[src/rtl/lct_pkg.sv]
package lct_pkg;
  localparam int OFS_W = 3;

  typedef enum logic [OFS_W-1:0] {
    OFS_LIMIT  = 3'd0,
    OFS_COUNT  = 3'd1,
    OFS_LIMNR  = 3'd2,
    OFS_STATUS = 3'd3,
    OFS_MODE   = 3'd4
  } lct_ofs_e;
endpackage

[src/rtl/lct_decode.sv]
module lct_decode
  import lct_pkg::*;
(
  input  logic             wr_en,
  input  logic             rd_en,
  input  logic [OFS_W-1:0] addr,
  output logic             lim_wr,
  output logic             limnr_wr,
  output logic             lim_rd
);
  always_comb begin
    lim_wr   = wr_en && (addr == OFS_LIMIT);
    limnr_wr = wr_en && (addr == OFS_LIMNR);
    lim_rd   = rd_en && (addr == OFS_LIMIT);
  end
endmodule

[src/rtl/lct_counter.sv]
module lct_counter #(
  parameter int CNT_W = 22
) (
  input  logic             clk,
  input  logic             rst,
  input  logic             tick_en,
  input  logic             lim_wr,
  input  logic             limnr_wr,
  input  logic             lim_rd,
  input  logic [CNT_W-1:0] wr_field,
  output logic [CNT_W-1:0] cnt,
  output logic [CNT_W-1:0] lim,
  output logic             reached,
  output logic             irq
);
  localparam logic [CNT_W-1:0] FREE_TOP = {CNT_W{1'b1}};

  logic [CNT_W-1:0] eff_lim;
  logic [CNT_W:0]   cnt_inc;
  logic             any_wr;
  logic             step;
  logic             wrap;

  always_comb begin
    eff_lim = (lim == '0) ? FREE_TOP : lim;
    cnt_inc = {1'b0, cnt} + 1'b1;
    any_wr  = lim_wr || limnr_wr;
    step    = tick_en && !any_wr;
    wrap    = step && (cnt_inc >= {1'b0, eff_lim});
  end

  always_ff @(posedge clk) begin
    if (rst) begin
      cnt     <= '0;
      lim     <= '0;
      reached <= 1'b0;
      irq     <= 1'b0;
    end else begin
      if (any_wr)
        lim <= wr_field;

      if (lim_wr)
        cnt <= '0;
      else if (wrap)
        cnt <= '0;
      else if (step)
        cnt <= cnt_inc[CNT_W-1:0];

      if (wrap)
        reached <= 1'b1;
      else if (lim_rd)
        reached <= 1'b0;

      if (wrap)
        irq <= 1'b1;
      else if (lim_rd || lim_wr)
        irq <= 1'b0;
    end
  end

  AST_IRQ_NEEDS_FLAG: assert property (@(posedge clk) disable iff (rst)
    irq |-> reached);
  AST_WRAP_TO_ZERO: assert property (@(posedge clk) disable iff (rst)
    $rose(reached) |-> (cnt == '0));
  AST_LIMIT_WRITE_CLEARS: assert property (@(posedge clk) disable iff (rst)
    lim_wr |=> (cnt == '0 && !irq));
  AST_NORESET_KEEPS_COUNT: assert property (@(posedge clk) disable iff (rst)
    limnr_wr |=> $stable(cnt));
  AST_LIMIT_READ_ACKS: assert property (@(posedge clk) disable iff (rst)
    (lim_rd && !tick_en) |=> (!reached && !irq));
  AST_IDLE_HOLDS: assert property (@(posedge clk) disable iff (rst)
    (!tick_en && !lim_wr) |=> $stable(cnt));
endmodule

[src/rtl/lct_rdmux.sv]
module lct_rdmux
  import lct_pkg::*;
#(
  parameter int DATA_W  = 32,
  parameter int CNT_LSB = 9,
  parameter int CNT_W   = DATA_W - 1 - CNT_LSB
) (
  input  logic              clk,
  input  logic              rst,
  input  logic              rd_en,
  input  logic [OFS_W-1:0]  addr,
  input  logic [CNT_W-1:0]  cnt,
  input  logic [CNT_W-1:0]  lim,
  input  logic              reached,
  output logic [DATA_W-1:0] rdata
);
  logic [DATA_W-1:0] word;

  always_comb begin
    word = '0;
    case (addr)
      OFS_LIMIT:  word = {1'b0, lim, {CNT_LSB{1'b0}}};
      OFS_COUNT:  word = {reached, cnt, {CNT_LSB{1'b0}}};
      OFS_STATUS: word = {{(DATA_W-1){1'b0}}, 1'b1};
      default:    word = '0;
    endcase
  end

  always_ff @(posedge clk) begin
    if (rst)
      rdata <= '0;
    else if (rd_en)
      rdata <= word;
  end

  AST_LIMIT_TOP_CLEAR: assert property (@(posedge clk) disable iff (rst)
    (rd_en && addr == OFS_LIMIT) |=> !rdata[DATA_W-1]);
endmodule

[src/rtl/lct_timer.sv]
module lct_timer
  import lct_pkg::*;
#(
  parameter int DATA_W  = 32,
  parameter int CNT_LSB = 9
) (
  input  logic              clk,
  input  logic              rst,
  input  logic              tick_en,
  input  logic              wr_en,
  input  logic              rd_en,
  input  logic [OFS_W-1:0]  addr,
  input  logic [DATA_W-1:0] wdata,
  output logic [DATA_W-1:0] rdata,
  output logic              irq
);
  localparam int CNT_W = DATA_W - 1 - CNT_LSB;

  logic             lim_wr, limnr_wr, lim_rd;
  logic [CNT_W-1:0] cnt, lim;
  logic             reached;
  logic             unused_wbits;

  assign unused_wbits = ^{wdata[DATA_W-1], wdata[CNT_LSB-1:0]};

  lct_decode u_decode (
    .wr_en    (wr_en),
    .rd_en    (rd_en),
    .addr     (addr),
    .lim_wr   (lim_wr),
    .limnr_wr (limnr_wr),
    .lim_rd   (lim_rd)
  );

  lct_counter #(.CNT_W(CNT_W)) u_counter (
    .clk      (clk),
    .rst      (rst),
    .tick_en  (tick_en),
    .lim_wr   (lim_wr),
    .limnr_wr (limnr_wr),
    .lim_rd   (lim_rd),
    .wr_field (wdata[DATA_W-2:CNT_LSB]),
    .cnt      (cnt),
    .lim      (lim),
    .reached  (reached),
    .irq      (irq)
  );

  lct_rdmux #(.DATA_W(DATA_W), .CNT_LSB(CNT_LSB), .CNT_W(CNT_W)) u_rdmux (
    .clk     (clk),
    .rst     (rst),
    .rd_en   (rd_en),
    .addr    (addr),
    .cnt     (cnt),
    .lim     (lim),
    .reached (reached),
    .rdata   (rdata)
  );
endmodule

[config.mk]
export PLATFORM = sky130hd
export DESIGN_NAME = lct_timer
export DESIGN_NICKNAME = d
export VERILOG_FILES = /design/src/rtl/lct_pkg.sv /design/src/rtl/lct_decode.sv /design/src/rtl/lct_counter.sv /design/src/rtl/lct_rdmux.sv /design/src/rtl/lct_timer.sv
export SDC_FILE = /design/constraint.sdc
export NUM_CORES = 1
export LEC_CHECK = 0
export BUFFER_PORTS_ARGS = -buffer_cell sky130_fd_sc_hd__buf_2
export CAP_MARGIN = 20
export CORE_MARGIN = 5
export CORE_UTILIZATION = 30
export CTS_CLUSTER_SIZE = 14
export DETAILED_ROUTE_END_ITERATION = 8
export GPL_ROUTABILITY_DRIVEN = 0
export SYNTH_ARGS = -nofsm -noshare
export SYNTH_HDL_FRONTEND = slang
export SYNTH_SLANG_ARGS = --single-unit
[constraint.sdc]
create_clock -name clk -period 4.2 [get_ports clk]
set_input_delay 0.84 -clock clk [delete_from_list [all_inputs] [get_ports clk]]
set_output_delay 0.84 -clock clk [all_outputs]
set_load 0.05 [all_outputs]
==> out/results.ini <==
[final_layout]
diodes=0
register_area_sq_mm=0.00140
syn_to_final_growth_pct=16.0
multi_input_area_sq_mm=0.00265
drive_gt1_frac=0.215
fill_cells=1475
fin_cells=751
stdcell_area_sq_mm=0.00494
final_nets=629

[detailed_routing]
drtIter0Drc=179
vias_per_cell=5.13
drc=0
wire_per_inst_um=14.8
dr_total_vias=3851
postRouteAntennaNets=0
firstDrtPassIters=5
drt_wl_total_um=11100

[power_and_ir_drop]
seqPwrFrac=0.406
p_sw_uw=443
internal_power_mw=1.25
sw_frac_of_total=0.262
p_leak_nw=2.01
clockPowerShare=0.456
combPwrFrac=0.138
p_per_area_mw_per_mm2=342
peakVddDrop_mv=0.233

[global_routing]
antenna_found_initial=0
grt-ovfl-total=0
grt_use_total=0.140
grt_pass1_vias=3785
grt_max_degree=51
grt_pass1_wl_um=18600

[cts]
cts_setup_buffers=0
cts.clk_slew.worst_paths_ns=0.05
ctsHoldBuffers=0
cts_resized=0
insertion_delay_ns=0.34
htree_levels=3
root_buffer=clkbuf_16
clockBufferDepth=2
cts_buffers=9
clock-sinks=70
cts_tree=yes

[floorplanning]
initial_utilization=0.307
rows=43
io_pins=73
die_height_um=129
fp.dieW_um=129
placeableCoreArea_sq_mm=0.0139
die-area_sq_mm=0.0167

[synthesis]
ys_async_sr_fraction=0
syn_area_sq_mm=0.00426
postSynthCellCount=530
synthDistinctLibCells=58
synth_seq_cells=70
yosysSeqAreaShare=0.329
syn_avg_cell_area_sq_um=8.04
synth_edf_count=0
synth_top_cell_area_share=0.329
synth.area.top_cells=dfxtp_1 33%, a21oi_1 8.6%, nand2_1 7.8%
synth_top_flop_cell=dfxtp_1
yosys_warnings=0
yosys.area.top_type=dfxtp_1

[placement]
dpl.cell_count=734
io_buffers=54
hpwl_um=8080
dpl_cell_area_sq_mm=0.00463

[run]
drv_cap=0

[sta]
period_needed_ns=3.69
setup_tns_ns=0
finalCritPeriodShare=0.878
fin_skew_ns=0.00948
fmax_mhz=271
setup_viol_count_final=0
slew_viol_final=0
hold_viol=0
worstMarginPinSlew_ns=0.924
relSlewSlack=0.384
rsz0062_at_grt=false

[outcome]
outcome=finished, final reports clean

[critical_path]
cp-end-kind=flop
timing.rr.start=u_counter.cnt[0]
crit_start=u_counter.cnt[0]
cp_data_arrival_time_ns=3.92
critPathLaunchType=flop
path_max_fanout=14
worstSetupPathType=flop to flop
crit_required_ns=4.43

[min_path]
hp-start=u_counter.reached
hp-class=flop to flop

[flip-flops by register name, indices dropped and copies added, names as in the netlist]
| name | cells |
|---|---|
| u_counter.irq | 1 |
| u_counter.lim | 22 |
| u_counter.reached | 1 |
| u_rdmux.rdata | 24 |
| u_counter.cnt | 22 |
[layout by cell type, fill, tap and decap left out, drive strengths merged, types with 9 or more instances in the layout]
master and instances:
xnor2 13, buf 65, a21oi 74, nand3 14
dfxtp 70, nand4 10, clkbuf 13, ha 23
nor2b 23, a211o 9, nand2 89, mux2 22
nor4 9, nor2 54
[power by group through the flow]
stage	registers [mW]	logic, mW	clock network, mW
finish	0.687	0.233	0.771
floorplan	0.699	0.172	0
detailed placement	0.701	0.231	0
CTS	0.686	0.233	0.786
global route	0.687	0.267	0.828
global placement	0.700	0.226	0
[worst max-delay path, cell delays in order (launching register included)]
cell	delay, ns
dfxtp_1	0.45
ha_1	0.31
nand3_4	0.16
nor4_4	0.41
nand3_1	0.14
xnor2_1	0.17
ha_1	0.31
nand2_1	0.08
nor4_1	0.45
o31ai_1	0.18
a211oi_2	0.29
buf_4	0.27
o41ai_1	0.11
a22o_1	0.26
[cell usage after synthesis, types with 9 or more instances]
library cell  count
a211o_1           9
a21oi_1          73
buf_2             9
buf_4            11
clkbuf_1         22
dfxtp_1          70
ha_1             23
mux2_2           22
nand2_1          88
nand3_1          11
nor2_1           53
nor2b_1          23
xnor2_1          11
[per-stage QoR]
step / hold slack [ns] / util / total power [mW] / setup WS (ns)
after floorplan: 0.437 / - / 0.870 / 0.718
after global placement: 0.449 / 0.333 / 0.927 / 0.622
after detailed placement: 0.453 / 0.333 / 0.932 / 0.539
after CTS: 0.462 / 0.355 / 1.70 / 0.526
after global routing: 0.484 / 0.356 / 1.78 / 0.238
final: 0.467 / 0.356 / 1.69 / 0.510
[path summary, 6_finish.rpt]
| check | end | slack [ns] | cells past startpoint |
|---|---|---|---|
| max | u_counter.cnt[19] | 0.51 | 13 |
| min | u_counter.reached | 0.47 | 2 |
| max reg2reg | u_counter.cnt[19] | 0.51 | 13 |
| min reg2reg | u_counter.reached | 0.47 | 2 |
[area by class of cell]
cell class                      instances  share of cell area
Clock buffer                           13              0.0527
Timing Repair Buffer                   65              0.0722
Tap cell                              180              0.0456
Multi-Input combinational cell        419               0.536
Inverter                                1            0.000760
Sequential cell                        70               0.284
Clock inverter                          3             0.00861
[cell families after synthesis]
| kind of cell | Yosys count | share of synthesized area |
|---|---|---|
| and+or+nand+nor | 239 | 0.291 |
| AOI/OAI and AO/OA | 107 | 0.151 |
| DFF | 70 | 0.329 |
| buffers and inverters | 48 | 0.0576 |
| adders and majority gates | 23 | 0.0676 |
| muxes | 22 | 0.0582 |
| xor gates and xnor gates | 20 | 0.0447 |
| other | 1 | 0.000880 |
[per-layer routing]
layer / vias to the layer above / routed length, um / track usage / part of all wire
met3: 19 / 544 / 0.0330 / 0.049
met4: 0 / 233 / 0.0550 / 0.021
met1: 1821 / 5100 / 0.181 / 0.46
li1: 1905 / - / - / -
met2: 106 / 5230 / 0.226 / 0.47
met5: - / 0 / 0 / 0
Power figures use the tool's default switching activity.
